===== src/rtl/fbg_pkg.sv =====
package fbg_pkg;
   // Fractional step of the prescaler: one bus cycle equals 2**FBG_FRAC_W units.
   localparam int FBG_FRAC_W  = 8;
   // Smallest oversample setting honoured by default.
   localparam int FBG_OSR_MIN = 4;

   // Clamp an oversample setting to a floor.
   function automatic int unsigned fbg_clamp(input int unsigned val, input int unsigned floor_v);
      return (val < floor_v) ? floor_v : val;
   endfunction
endpackage


===== src/rtl/fbg_frac_prescaler.sv =====
module fbg_frac_prescaler #(
   parameter int MULT_W = fbg_pkg::FBG_FRAC_W
) (
   input  logic              clk,
   input  logic              rst_n,
   input  logic              restart_i,
   input  logic [MULT_W-1:0] mult_i,
   output logic              pre_en_o
);
   localparam int ACC_W = MULT_W + 2;
   localparam logic [ACC_W-1:0] UNIT = ACC_W'(2 ** MULT_W);

   logic [ACC_W-1:0] acc_q;
   logic [ACC_W-1:0] acc_sum;
   logic [ACC_W-1:0] modulus;

   assign modulus = UNIT + ACC_W'(mult_i);
   assign acc_sum = acc_q + UNIT;

   always_ff @(posedge clk or negedge rst_n) begin
      if (!rst_n) begin
         acc_q    <= '0;
         pre_en_o <= 1'b0;
      end else if (restart_i) begin
         acc_q    <= '0;
         pre_en_o <= 1'b0;
      end else if (acc_sum >= modulus) begin
         acc_q    <= acc_sum - modulus;
         pre_en_o <= 1'b1;
      end else begin
         acc_q    <= acc_sum;
         pre_en_o <= 1'b0;
      end
   end
endmodule


===== src/rtl/fbg_int_divider.sv =====
module fbg_int_divider #(
   parameter int BRG_W = 16
) (
   input  logic             clk,
   input  logic             rst_n,
   input  logic             restart_i,
   input  logic             pre_en_i,
   input  logic [BRG_W-1:0] brg_i,
   output logic             sample_tick_o
);
   logic [BRG_W-1:0] cnt_q;
   logic             at_end;

   assign at_end = (cnt_q == '0);

   always_ff @(posedge clk or negedge rst_n) begin
      if (!rst_n) begin
         cnt_q         <= '0;
         sample_tick_o <= 1'b0;
      end else if (restart_i) begin
         cnt_q         <= brg_i;
         sample_tick_o <= 1'b0;
      end else if (pre_en_i) begin
         cnt_q         <= at_end ? brg_i : cnt_q - 1'b1;
         sample_tick_o <= at_end;
      end else begin
         sample_tick_o <= 1'b0;
      end
   end
endmodule


===== src/rtl/fbg_os_counter.sv =====
module fbg_os_counter #(
   parameter int OSR_W   = 4,
   parameter int OSR_MIN = fbg_pkg::FBG_OSR_MIN
) (
   input  logic             clk,
   input  logic             rst_n,
   input  logic             restart_i,
   input  logic             sample_tick_i,
   input  logic [OSR_W-1:0] osr_i,
   output logic             bit_tick_o
);
   logic [OSR_W-1:0] osr_eff;
   logic [OSR_W-1:0] cnt_q;
   logic             at_end;

   generate
      if (OSR_MIN > 0) begin : g_clamp
         assign osr_eff = OSR_W'(fbg_pkg::fbg_clamp(32'(osr_i), 32'(OSR_MIN)));
      end else begin : g_raw
         assign osr_eff = osr_i;
      end
   endgenerate

   assign at_end     = (cnt_q == osr_eff);
   assign bit_tick_o = sample_tick_i && at_end;

   always_ff @(posedge clk or negedge rst_n) begin
      if (!rst_n) begin
         cnt_q <= '0;
      end else if (restart_i) begin
         cnt_q <= '0;
      end else if (sample_tick_i) begin
         cnt_q <= at_end ? '0 : cnt_q + 1'b1;
      end
   end
endmodule


===== src/rtl/frac_baud_gen.sv =====
module frac_baud_gen #(
   parameter int MULT_W  = fbg_pkg::FBG_FRAC_W,
   parameter int BRG_W   = 16,
   parameter int OSR_W   = 4,
   parameter int OSR_MIN = fbg_pkg::FBG_OSR_MIN
) (
   input  logic              clk,
   input  logic              rst_n,
   input  logic              en,
   input  logic [MULT_W-1:0] mult_i,
   input  logic [BRG_W-1:0]  brg_i,
   input  logic [OSR_W-1:0]  osr_i,
   output logic              sample_tick_o,
   output logic              bit_tick_o
);
   localparam int CFG_W = MULT_W + BRG_W + OSR_W;

   generate
      if (MULT_W < 1 || BRG_W < 1 || OSR_W < 1) begin : g_bad_width
         $error("frac_baud_gen: every field width must be at least 1");
      end
      if (OSR_MIN >= 2 ** OSR_W) begin : g_bad_osr_min
         $error("frac_baud_gen: OSR_MIN does not fit in OSR_W bits");
      end
   endgenerate

   logic [CFG_W-1:0] cfg_now;
   logic [CFG_W-1:0] cfg_q;
   logic             restart;
   logic             pre_en;

   assign cfg_now = {mult_i, brg_i, osr_i};
   assign restart = !en || (cfg_now != cfg_q);

   always_ff @(posedge clk or negedge rst_n) begin
      if (!rst_n) cfg_q <= '0;
      else        cfg_q <= cfg_now;
   end

   fbg_frac_prescaler #(.MULT_W(MULT_W)) u_pre (
      .clk       (clk),
      .rst_n     (rst_n),
      .restart_i (restart),
      .mult_i    (mult_i),
      .pre_en_o  (pre_en)
   );

   fbg_int_divider #(.BRG_W(BRG_W)) u_div (
      .clk           (clk),
      .rst_n         (rst_n),
      .restart_i     (restart),
      .pre_en_i      (pre_en),
      .brg_i         (brg_i),
      .sample_tick_o (sample_tick_o)
   );

   fbg_os_counter #(.OSR_W(OSR_W), .OSR_MIN(OSR_MIN)) u_os (
      .clk           (clk),
      .rst_n         (rst_n),
      .restart_i     (restart),
      .sample_tick_i (sample_tick_o),
      .osr_i         (osr_i),
      .bit_tick_o    (bit_tick_o)
   );
endmodule


===== config.mk =====
export PLATFORM = sky130hd
export DESIGN_NAME = frac_baud_gen
export DESIGN_NICKNAME = d
export VERILOG_FILES = /design/src/rtl/fbg_pkg.sv /design/src/rtl/fbg_frac_prescaler.sv /design/src/rtl/fbg_int_divider.sv /design/src/rtl/fbg_os_counter.sv /design/src/rtl/frac_baud_gen.sv
export SDC_FILE = /design/constraint.sdc
export NUM_CORES = 1
export LEC_CHECK = 0
export ABC_AREA = 1
export CAP_MARGIN = 20
export CORE_ASPECT_RATIO = 0.9
export CORE_MARGIN = 8
export CORE_UTILIZATION = 28
export DETAILED_ROUTE_END_ITERATION = 8
export PLACE_DENSITY_LB_ADDON = 0.25
export SYNTH_ARGS = -nofsm -noshare
export SYNTH_HDL_FRONTEND = slang
export SYNTH_SLANG_ARGS = --single-unit
export TNS_END_PERCENT = 50

===== constraint.sdc =====
create_clock -name clk -period 2.6 [get_ports clk]
set_clock_uncertainty 0.2 [all_clocks]
set_input_delay 0.39 -clock clk [delete_from_list [all_inputs] [get_ports clk]]
set_output_delay 0.39 -clock clk [all_outputs]
set_load 0.02 [all_outputs]

==> impl_metrics.toml, run 1 <==
[critical_path]
reg2reg_depth = 9
startpoint_type = "primary input"
required_ns = 2.01
r2r_start = "u_pre.acc_q[0]"
path_class = "primary input to output port"
worstPathArrival_ns = 1.75
path_max_fanout = 5
cp-end-kind = "output port"
crit_start = "osr_i[3]"

[min_path]
min_path_type = "flop to flop"
whs_path_depth = 2
hp-start = "u_pre.acc_q[2]"

[yosys]
synth-compound-area-share_pct = 3.028
yosys_warnings = 0
synth_mux_area_share_pct = 0
yosysMostFrequentCell = "nand2_1"
netlist-cell-type-count = 32
syn_area_um2 = 3966
synth_edf_count = 0
ys.flop_type = "dfrtp_1"
yosysTopAreaCell = "dfrtp_1"
synth_top_family_by_area = "simple AND/OR/NAND/NOR gates"
syn_nets = 626
avgSynthCellArea_um2 = 6.815
synth_common_cells = "nand2_1 (203), inv_1 (90), nor2_1 (66)"
synth-simple-area-share_pct = 37.67
async_reset_ff_share_pct = 100.0
synthesis.instances = 582
synth-seq-cells = 60
synth_seq_area_share_pct = 37.85
synthAdderAreaFrac_pct = 4.290
synth_area_leaders = "dfrtp_1 (38%), nand2_1 (19%), inv_1 (8.5%)"
synth_xor_xnor_area_share_pct = 6.183
yosysTopAreaCellShare_pct = 37.85

[routing]
drtAntennaViolNets = 0
top_layer = "met4"
wl_met2_mm = 4.986
via_per_inst = 4.286
first_iter_violations = 143
drcViolationCount = 0
wl_met3_um = 344
via_count = 3639
wl_mm = 10.46
firstDrtPassIters = 4
wl_per_cell_um = 12.32
m1WireLength_mm = 4.995

[place]
gp_congestion = 0.8976
dp_hpwl_mm = 8.356
placed_cells_incl_taps = 833
numPortBuffers = 32

[clock_network]
cts_tree = "done"
cts_made_buffers = 9
cts.path.max_buffers = 2
clock_latency_ns = 0.34
clock-sinks = 60
ctsRootBufferMaster = "clkbuf_16"
clk_pin_slew_ns = 0.05
cts-htree-levels = 3

[global_route]
grt_max_degree = 25
grt_pass1_wl_mm = 18.57
track_usage_pct = 12.77
grt_pass1_vias = 3897
antenna_found_initial = 0
grt.overflow.total = 0

[timing]
hold_violations = 0
hold_slack_ns = 0.3090
period_share_pct = 90.03
period_minus_slack_ns = 2.341
maxSlewViolCount = 0
rsz0062_at_grt = "no"
setup_viol = 0
fmax_mhz = 427.2
worst_pin_slew_ns = 0.4707
slew_headroom_pct = 68.62

[pwr]
ir_worst_vdd_uv = 391.3
cellLeakagePower_nw = 2.672
powerDensity_nw_per_um2 = 481.8

[finish]
syn2layout_area_growth_pct = 26.59
final_util_pct = 35.98
layoutNonFillerInstCount = 849
fillers = 1551
antenna_cells = 0
nets = 696
drive_above_1_share_pct = 9.604

[die]
fp.coreArea_um2 = 13950
ios = 33
core.rowCount = 41
die_h_um = 128.9
die-area_um2 = 18240
start_util_pct = 28.43
die_x_um = 141.5

[status]
outcome = "finished, final reports clean"

[flow_run]
drv_cap = 0
cell type report:
cell class,count,area [um^2],share of cell area (%)
multi-input combinational,417,2029,40.42
sequential,60,1501,29.90
timing repair buffer,66,605.6,12.06
inverter,98,372.9,7.426
clock buffer,13,260.3,5.183
tap,193,241.5,4.809
clock inverter,2,10.01,0.1994
metal layers:
layer | global-route usage [%] | up-vias
met5 | 0 | -
met4 | 3.975 | 0
met3 | 3.369 | 10
met2 | 21.59 | 43
met1 | 15.65 | 1670
li1 | - | 1916
repair_timing:
item                                    CTS  global route
endpoints found under the setup margin    1             1
pin swaps                                 0             0
gates cloned                              0             0
hold buffers                              1             0
gates resized for setup                   1             3
buffers inserted                          0             0
hold endpoints to repair                 18             0
stage by stage:
stage          setup TNS, ns  setup WS, ns  instance area, um^2  power, mW
2_1_floorplan              0        0.6576                 3966      1.175
3_3_place_gp         -0.1973       -0.1973                 4746      1.331
3_5_place_dp         -0.1797       -0.1797                 4746      1.335
4_1_cts                    0       0.08386                 5025      2.462
5_1_grt                    0       0.08239                 5021      2.541
6_report                   0        0.2593                 5021      2.419
cell usage in the layout (no fill, tap or decap), types with 2 or more instances in the layout:
| cell type | count |
|---|---|
| clkdlybuf4s50_1 | 30 |
| xor2_1 | 13 |
| nor2_2 | 2 |
| inv_2 | 6 |
| nand3_1 | 59 |
| clkbuf_8 | 2 |
| o21bai_1 | 2 |
| buf_4 | 30 |
| o21ai_0 | 6 |
| nand4_1 | 9 |
| nand2_2 | 2 |
| ha_1 | 12 |
| clkbuf_16 | 9 |
| nor3_1 | 6 |
| xnor2_1 | 15 |
| nor2_1 | 66 |
| a21oi_1 | 11 |
| inv_1 | 90 |
| clkbuf_1 | 2 |
| nand2_1 | 203 |
| nand3b_1 | 2 |
| dfrtp_1 | 60 |
| buf_12 | 3 |
| clkinv_2 | 2 |
critical path, cell delays in order:
cell             delay, ns
clkdlybuf4s50_1       0.56
nand2_1               0.09
xor2_1                0.14
nor3_1                0.16
nand2_1               0.09
nor2_1                0.13
clkbuf_2              0.19
sequential cells by signal, indices dropped and copies added (netlist names):
register             cells
u_div.sample_tick_o      1
u_pre.pre_en_o           1
u_pre.acc_q             10
cfg_q                   28
u_div.cnt_q             16
u_os.cnt_q               4
cell families (layout without fill, tap and decap cells):
kind of cell | after synthesis | count (layout)
xor+xnor | 28 | 28
fa+ha+maj | 13 | 13
buf+inv | 105 | 179
simple gates | 354 | 354
compound gates | 22 | 22
flops | 60 | 60
where the power goes:
part           switching [mW]  internal (mW)
sequential             0.0282          0.970
combinational           0.180          0.139
clock                   0.414          0.688
total                   0.622           1.80
worst paths after layout:
path,slack (ns),end
setup / recovery,0.26,bit_tick_o
max in group asynchronous,1.16,cfg_q[23]
hold / removal,0.31,u_pre.acc_q[2]
min in group asynchronous,0.35,u_div.cnt_q[4]
hold reg to reg,0.31,u_pre.acc_q[2]
setup reg to reg,0.56,u_pre.acc_q[8]
No activity file was read; power rests on OpenSTA's default activity.
==> run 2: changes to the inputs <==
--- a/config.mk
+++ b/config.mk
@@ -7,9 +7,10 @@
 export LEC_CHECK = 0
 export ABC_AREA = 1
 export CAP_MARGIN = 20
-export CORE_ASPECT_RATIO = 0.9
+export CORE_ASPECT_RATIO = 2
 export CORE_MARGIN = 8
 export CORE_UTILIZATION = 28
+export CTS_BUF_LIST = sky130_fd_sc_hd__clkbuf_8
 export DETAILED_ROUTE_END_ITERATION = 8
 export PLACE_DENSITY_LB_ADDON = 0.25
 export SYNTH_ARGS = -nofsm -noshare
==> run 2 against run 1 <==
Compared with the run above: worst hold slack lost 0.0027 ns; via count up 4.7%; largest power group is now registers; sequential share of layout area fell by 0.067 points.
==> impl_metrics.toml, run 2 (synthesized netlist as in run 1, its figures left out) <==
[pwr]
cellLeakagePower_nw = 2.706
total_power_mw = 2.275
ir_worst_vdd_uv = 196.3
powerDensity_nw_per_um2 = 452.2

[critical_path]
path_cells = "clkdlybuf4s50_1, nand2_1, xor2_1, nor3_1, nand2_1, nor2_1, clkbuf_2"
cp-end-kind = "output port"
r2r_start = "u_pre.acc_q[2]"
crit_start = "osr_i[3]"
critPathSlowestCell = "clkdlybuf4s50_1"
path_class = "primary input to output port"
path_max_fanout = 5
worstReg2RegEnd = "u_pre.acc_q[7]"
reg2reg_depth = 9
startpoint_type = "primary input"
required_ns = 2.01
worstPathArrival_ns = 1.79
crit_end = "bit_tick_o"
critPathBufInv = 2
crit_top_cell = "nand2_1"
r2r_slack_ns = 0.52
crit_family = "buffers and inverters"
worst-path-stages = 7
max_stage_delay_ns = 0.57

[place]
gp_congestion = 0.9184
numPortBuffers = 32
dp_hpwl_mm = 9.447
pre_cts_ws_ns = -0.2296

[clock_network]
ctsRootBufferMaster = "clkbuf_8"
cts-htree-levels = 3
clock-sinks = 60
cts.path.max_buffers = 2
clk_pin_slew_ns = 0.07
cts_made_buffers = 9
cts_tree = "done"
clock_latency_ns = 0.34

[routing]
via_per_inst = 4.445
wl_per_cell_um = 13.77
firstDrtPassIters = 4
drcViolationCount = 0
first_iter_violations = 129
drtAntennaViolNets = 0
via_count = 3809
wl_mm = 11.80

[timing]
hold_violations = 0
fmax_mhz = 420.4
layout_setup_ws_ns = 0.2214
worst_pin_slew_ns = 0.5802
period_share_pct = 91.48
rsz0062_at_grt = "no"
setup_viol = 0
hold_slack_ns = 0.3064
slew_headroom_pct = 61.32
period_minus_slack_ns = 2.379
maxSlewViolCount = 0

[finish]
regMostFlops = "cfg_q"
antenna_cells = 0
layout_commonest_cell = "nand2_1"
nets = 707
largest_reg_flops = 28
final_util_pct = 36.23
top_regs = "cfg_q x28, u_div.cnt_q x16, u_pre.acc_q x10"
syn2layout_area_growth_pct = 26.88
final_cell_mix = "nand2_1 (203), inv_1 (91), nor2_1 (66), dfrtp_1 (60), nand3_1 (59)"
drive_above_1_share_pct = 11.38

[status]
outcome = "finished, final reports clean"

[global_route]
track_usage_pct = 13.63
antenna_found_initial = 0
grt_max_degree = 25
grt.overflow.total = 0
grt_pass1_wl_mm = 19.46
grt_pass1_vias = 4080

[die]
core.rowCount = 61
ios = 33
die-area_um2 = 18460
die_h_um = 184.3
die_x_um = 100.2
fp.coreArea_um2 = 13890
start_util_pct = 28.55

[flow_run]
drv_cap = 0

[min_path]
min_path_type = "flop to flop"
run 2: how the worst min path moves through the flow:
stage              startpoint         endpoint  slack (ns)  cells past startpoint
5_1_grt             brg_i[14]        cfg_q[18]        0.33                      1
3_3_place_gp            rst_n  u_div.cnt_q[14]        0.23                      1
2_1_floorplan           rst_n         cfg_q[0]       -0.11                      0
4_1_cts        u_pre.acc_q[0]   u_pre.acc_q[0]        0.31                      2
6_report       u_pre.acc_q[4]   u_pre.acc_q[4]        0.31                      2
3_5_place_dp            rst_n  u_div.cnt_q[14]        0.23                      1
run 2: repair_timing:
action / CTS / global route
gates resized for setup: 1 / 3
setup buffers: 0 / 0
hold buffers: 1 / 0
setup endpoints to repair: 1 / 1
hold endpoints to repair: 19 / 0
run 2: area by class of cell:
type                       count  area [um^2]
multi-input combinational    417         2029
tap                          189        236.5
clock buffer                  10        137.6
sequential                    60         1501
inverter                      98        372.9
clock inverter                 6        78.83
fill                        1534         8859
timing repair buffer          77        675.6
run 2: worst min-delay path: stages, from the launching register on:
cell	delay [ns]
dfrtp_1	0.35
nand3_1	0.07
nand2_1	0.06
run 2: layer usage:
metal | GRT usage [%] | share of wire, % | vias to the layer above
met4 | 7.866 | 4.0 | 0
met3 | 2.721 | 3.1 | 31
met5 | 0 | 0 | -
li1 | - | - | 1937
met2 | 27.00 | 57 | 76
met1 | 12.11 | 36 | 1765
run 2: where the power goes:
group          switching [mW]  total (mW)  internal [mW]
Clock                   0.384       0.942          0.557
Combinational           0.187       0.335          0.148
Sequential             0.0313       0.999          0.968
Total                   0.602        2.28           1.67
run 2: metrics by stage:
stage / setup TNS, ns / instances / cell area, um^2
2_1_floorplan: 0 / 582 / 3966
3_3_place_gp: -0.8405 / 840 / 4811
3_5_place_dp: -1.682 / 840 / 4811
4_1_cts: 0 / 857 / 5036
5_1_grt: 0 / 857 / 5032
6_report: 0 / 857 / 5032
==> run 3: changes to the inputs <==
==> constraint.sdc (replaced) <==
create_clock -name clk -period 2.5 [get_ports clk]
set_clock_uncertainty 0.2 [all_clocks]
set_input_delay 0.375 -clock clk [delete_from_list [all_inputs] [get_ports clk]]
set_output_delay 0.375 -clock clk [all_outputs]
set_load 0.02 [all_outputs]
==> run 3 against run 2 <==
Compared with the run above: sequential power rose by 4%; cell count is 0.35% higher; final area decreased by 0.35%; via count fell by 1.1%; clock-buffer cell count is 1 higher; flip-flop and latch count did not move; critical path type unchanged; largest power group unchanged; highest routed layer unchanged.
==> impl_metrics.toml, run 3 (synthesized netlist as in run 1, its figures left out) <==
[pwr]
p_sw_uw = 601.2
seqPwrFrac_pct = 48.0
pwr-share-clk_pct = 35.8
swShare_pct = 27.77
ir_worst_vdd_uv = 206.4
cellLeakagePower_nw = 2.706
internal_power_mw = 1.564
total_power_mw = 2.165
combPwrFrac_pct = 16.2
powerDensity_nw_per_um2 = 431.7

[timing]
rsz0062_at_grt = "no"
slew_headroom_pct = 71.62
maxSlewViolCount = 0
hold_slack_ns = 0.3117
setup-tns-final_ns = 0
period_share_pct = 93.78
fmax_mhz = 426.5
setup_viol = 0
hold_violations = 0
period_minus_slack_ns = 2.345
worst_pin_slew_ns = 0.4213
layout_setup_ws_ns = 0.1555

[routing]
firstDrtPassIters = 4
drcViolationCount = 0
first_iter_violations = 160
via_count = 3767
via_per_inst = 4.380
wl_mm = 11.39
wl_per_cell_um = 13.25
drtAntennaViolNets = 0

[clock_network]
cts-htree-levels = 3
cts_made_buffers = 9
clk_pin_slew_ns = 0.07
clock_latency_ns = 0.34
ctsRootBufferMaster = "clkbuf_8"
cts_tree = "done"
cts_setup_buffers = 0
clock-sinks = 60
cts.path.max_buffers = 2

[flow_run]
drv_cap = 0

[global_route]
grt_pass1_vias = 3934
antenna_found_initial = 0
track_usage_pct = 13.07
grt_pass1_wl_mm = 18.58
grt_max_degree = 61
grt.overflow.total = 0

[place]
placed_area_um2 = 4841
pre_cts_ws_ns = -0.2834
numPortBuffers = 32
gp_congestion = 0.9006
dp_hpwl_mm = 9.152

[finish]
multi_input_area_um2 = 2029
nets = 711
regMostFlops = "cfg_q"
largest_reg_flops = 28
top_regs = "cfg_q x28, u_div.cnt_q x16, u_pre.acc_q x10"
syn2layout_area_growth_pct = 26.44
seq_area_um2 = 1501
antenna_cells = 0
drive_above_1_share_pct = 11.62
final_cell_mix = "nand2_1 (203), inv_1 (92), nor2_1 (66), dfrtp_1 (60), nand3_1 (59)"
fillers = 1527
fin_area_um2 = 5015
layout_commonest_cell = "nand2_1"

[min_path]
whs_path_depth = 2
hold_path_end = "u_div.cnt_q[1]"
min_path_type = "flop to flop"
hp-start = "u_div.cnt_q[1]"

[critical_path]
cp-end-kind = "output port"
crit_top_cell = "nand2_1"
path_max_fanout = 5
r2r_slack_ns = 0.40
required_ns = 1.92
critPathSlowestCell = "clkdlybuf4s50_1"
worstReg2RegEnd = "u_pre.acc_q[8]"
path_class = "primary input to output port"
r2r_start = "u_pre.acc_q[3]"
worstPathArrival_ns = 1.77
startpoint_type = "primary input"
reg2reg_depth = 9
max_stage_delay_ns = 0.56
path_cells = "clkdlybuf4s50_1, nand2_1, xor2_1, nor3_1, nand2_1, nor2_1, clkbuf_2"

[die]
ios = 33
die-area_um2 = 18460
start_util_pct = 28.55
core.rowCount = 61
die_x_um = 100.2
die_h_um = 184.3
fp.coreArea_um2 = 13890

[status]
outcome = "finished, final reports clean"
run 3: cell count changes in the layout (fill, tap and decap cells not counted):
cell,change
buf_4,+4
inv_1,+1
clkbuf_8,+1
clkinv_2,-1
bufinv_16,-2
run 3: what timing repair did:
item,CTS,global route
gates resized for setup,2,2
hold buffers,1,0
hold endpoints to repair,60,0
setup endpoints to repair,1,1
run 3: critical path: cells and delay by family:
kind | cells | cell delay [ns]
buf+inv | 2 | 0.75
simple gates | 4 | 0.49
xor+xnor | 1 | 0.14
run 3: worst max path at each step:
| stage | start | to | slack, ns | cells past startpoint |
|---|---|---|---|---|
| 2_1_floorplan | u_pre.acc_q[0] | u_pre.acc_q[8] | 0.56 | 9 |
| 3_3_place_gp | osr_i[3] | bit_tick_o | -0.27 | 7 |
| 3_5_place_dp | osr_i[3] | bit_tick_o | -0.28 | 7 |
| 4_1_cts | osr_i[3] | bit_tick_o | 0.005 | 7 |
| 5_1_grt | mult_i[4] | u_div.cnt_q[3] | 0.06 | 14 |
| 6_report | osr_i[3] | bit_tick_o | 0.16 | 7 |
run 3: layout make-up:
type,count,share of cell area (%)
Inverter,98,7.435
Clock inverter,4,0.3493
Timing Repair Buffer,81,14.07
Clock buffer,11,3.019
Tap cell,189,4.716
Sequential cell,60,29.94
Multi-Input combinational cell,417,40.47
run 3: power groups by stage:
stage                     combinational, mW  clock [mW]  sequential (mW)
after floorplan                       0.174           0             1.05
after global placement                0.350           0             1.06
after detailed placement              0.353           0             1.06
after CTS                             0.356       0.799             1.04
after global routing                  0.396       0.840             1.04
final                                 0.350       0.775             1.04
run 3: layer usage:
metal  share of wire (%)  vias to the layer above  track usage (%)
met3                 2.7                       20            2.608
met1                  37                     1749            11.99
met5                   0                        -                0
li1                    -                     1949                -
met4                 2.2                        0            5.427
met2                  58                       49            26.36
run 3: through the flow:
| stage | instances | util [%] |
|---|---|---|
| 2_1_floorplan | 582 | - |
| 3_3_place_gp | 844 | 34.85 |
| 3_5_place_dp | 844 | 34.85 |
| 4_1_cts | 860 | 36.14 |
| 5_1_grt | 860 | 36.10 |
| 6_report | 860 | 36.10 |
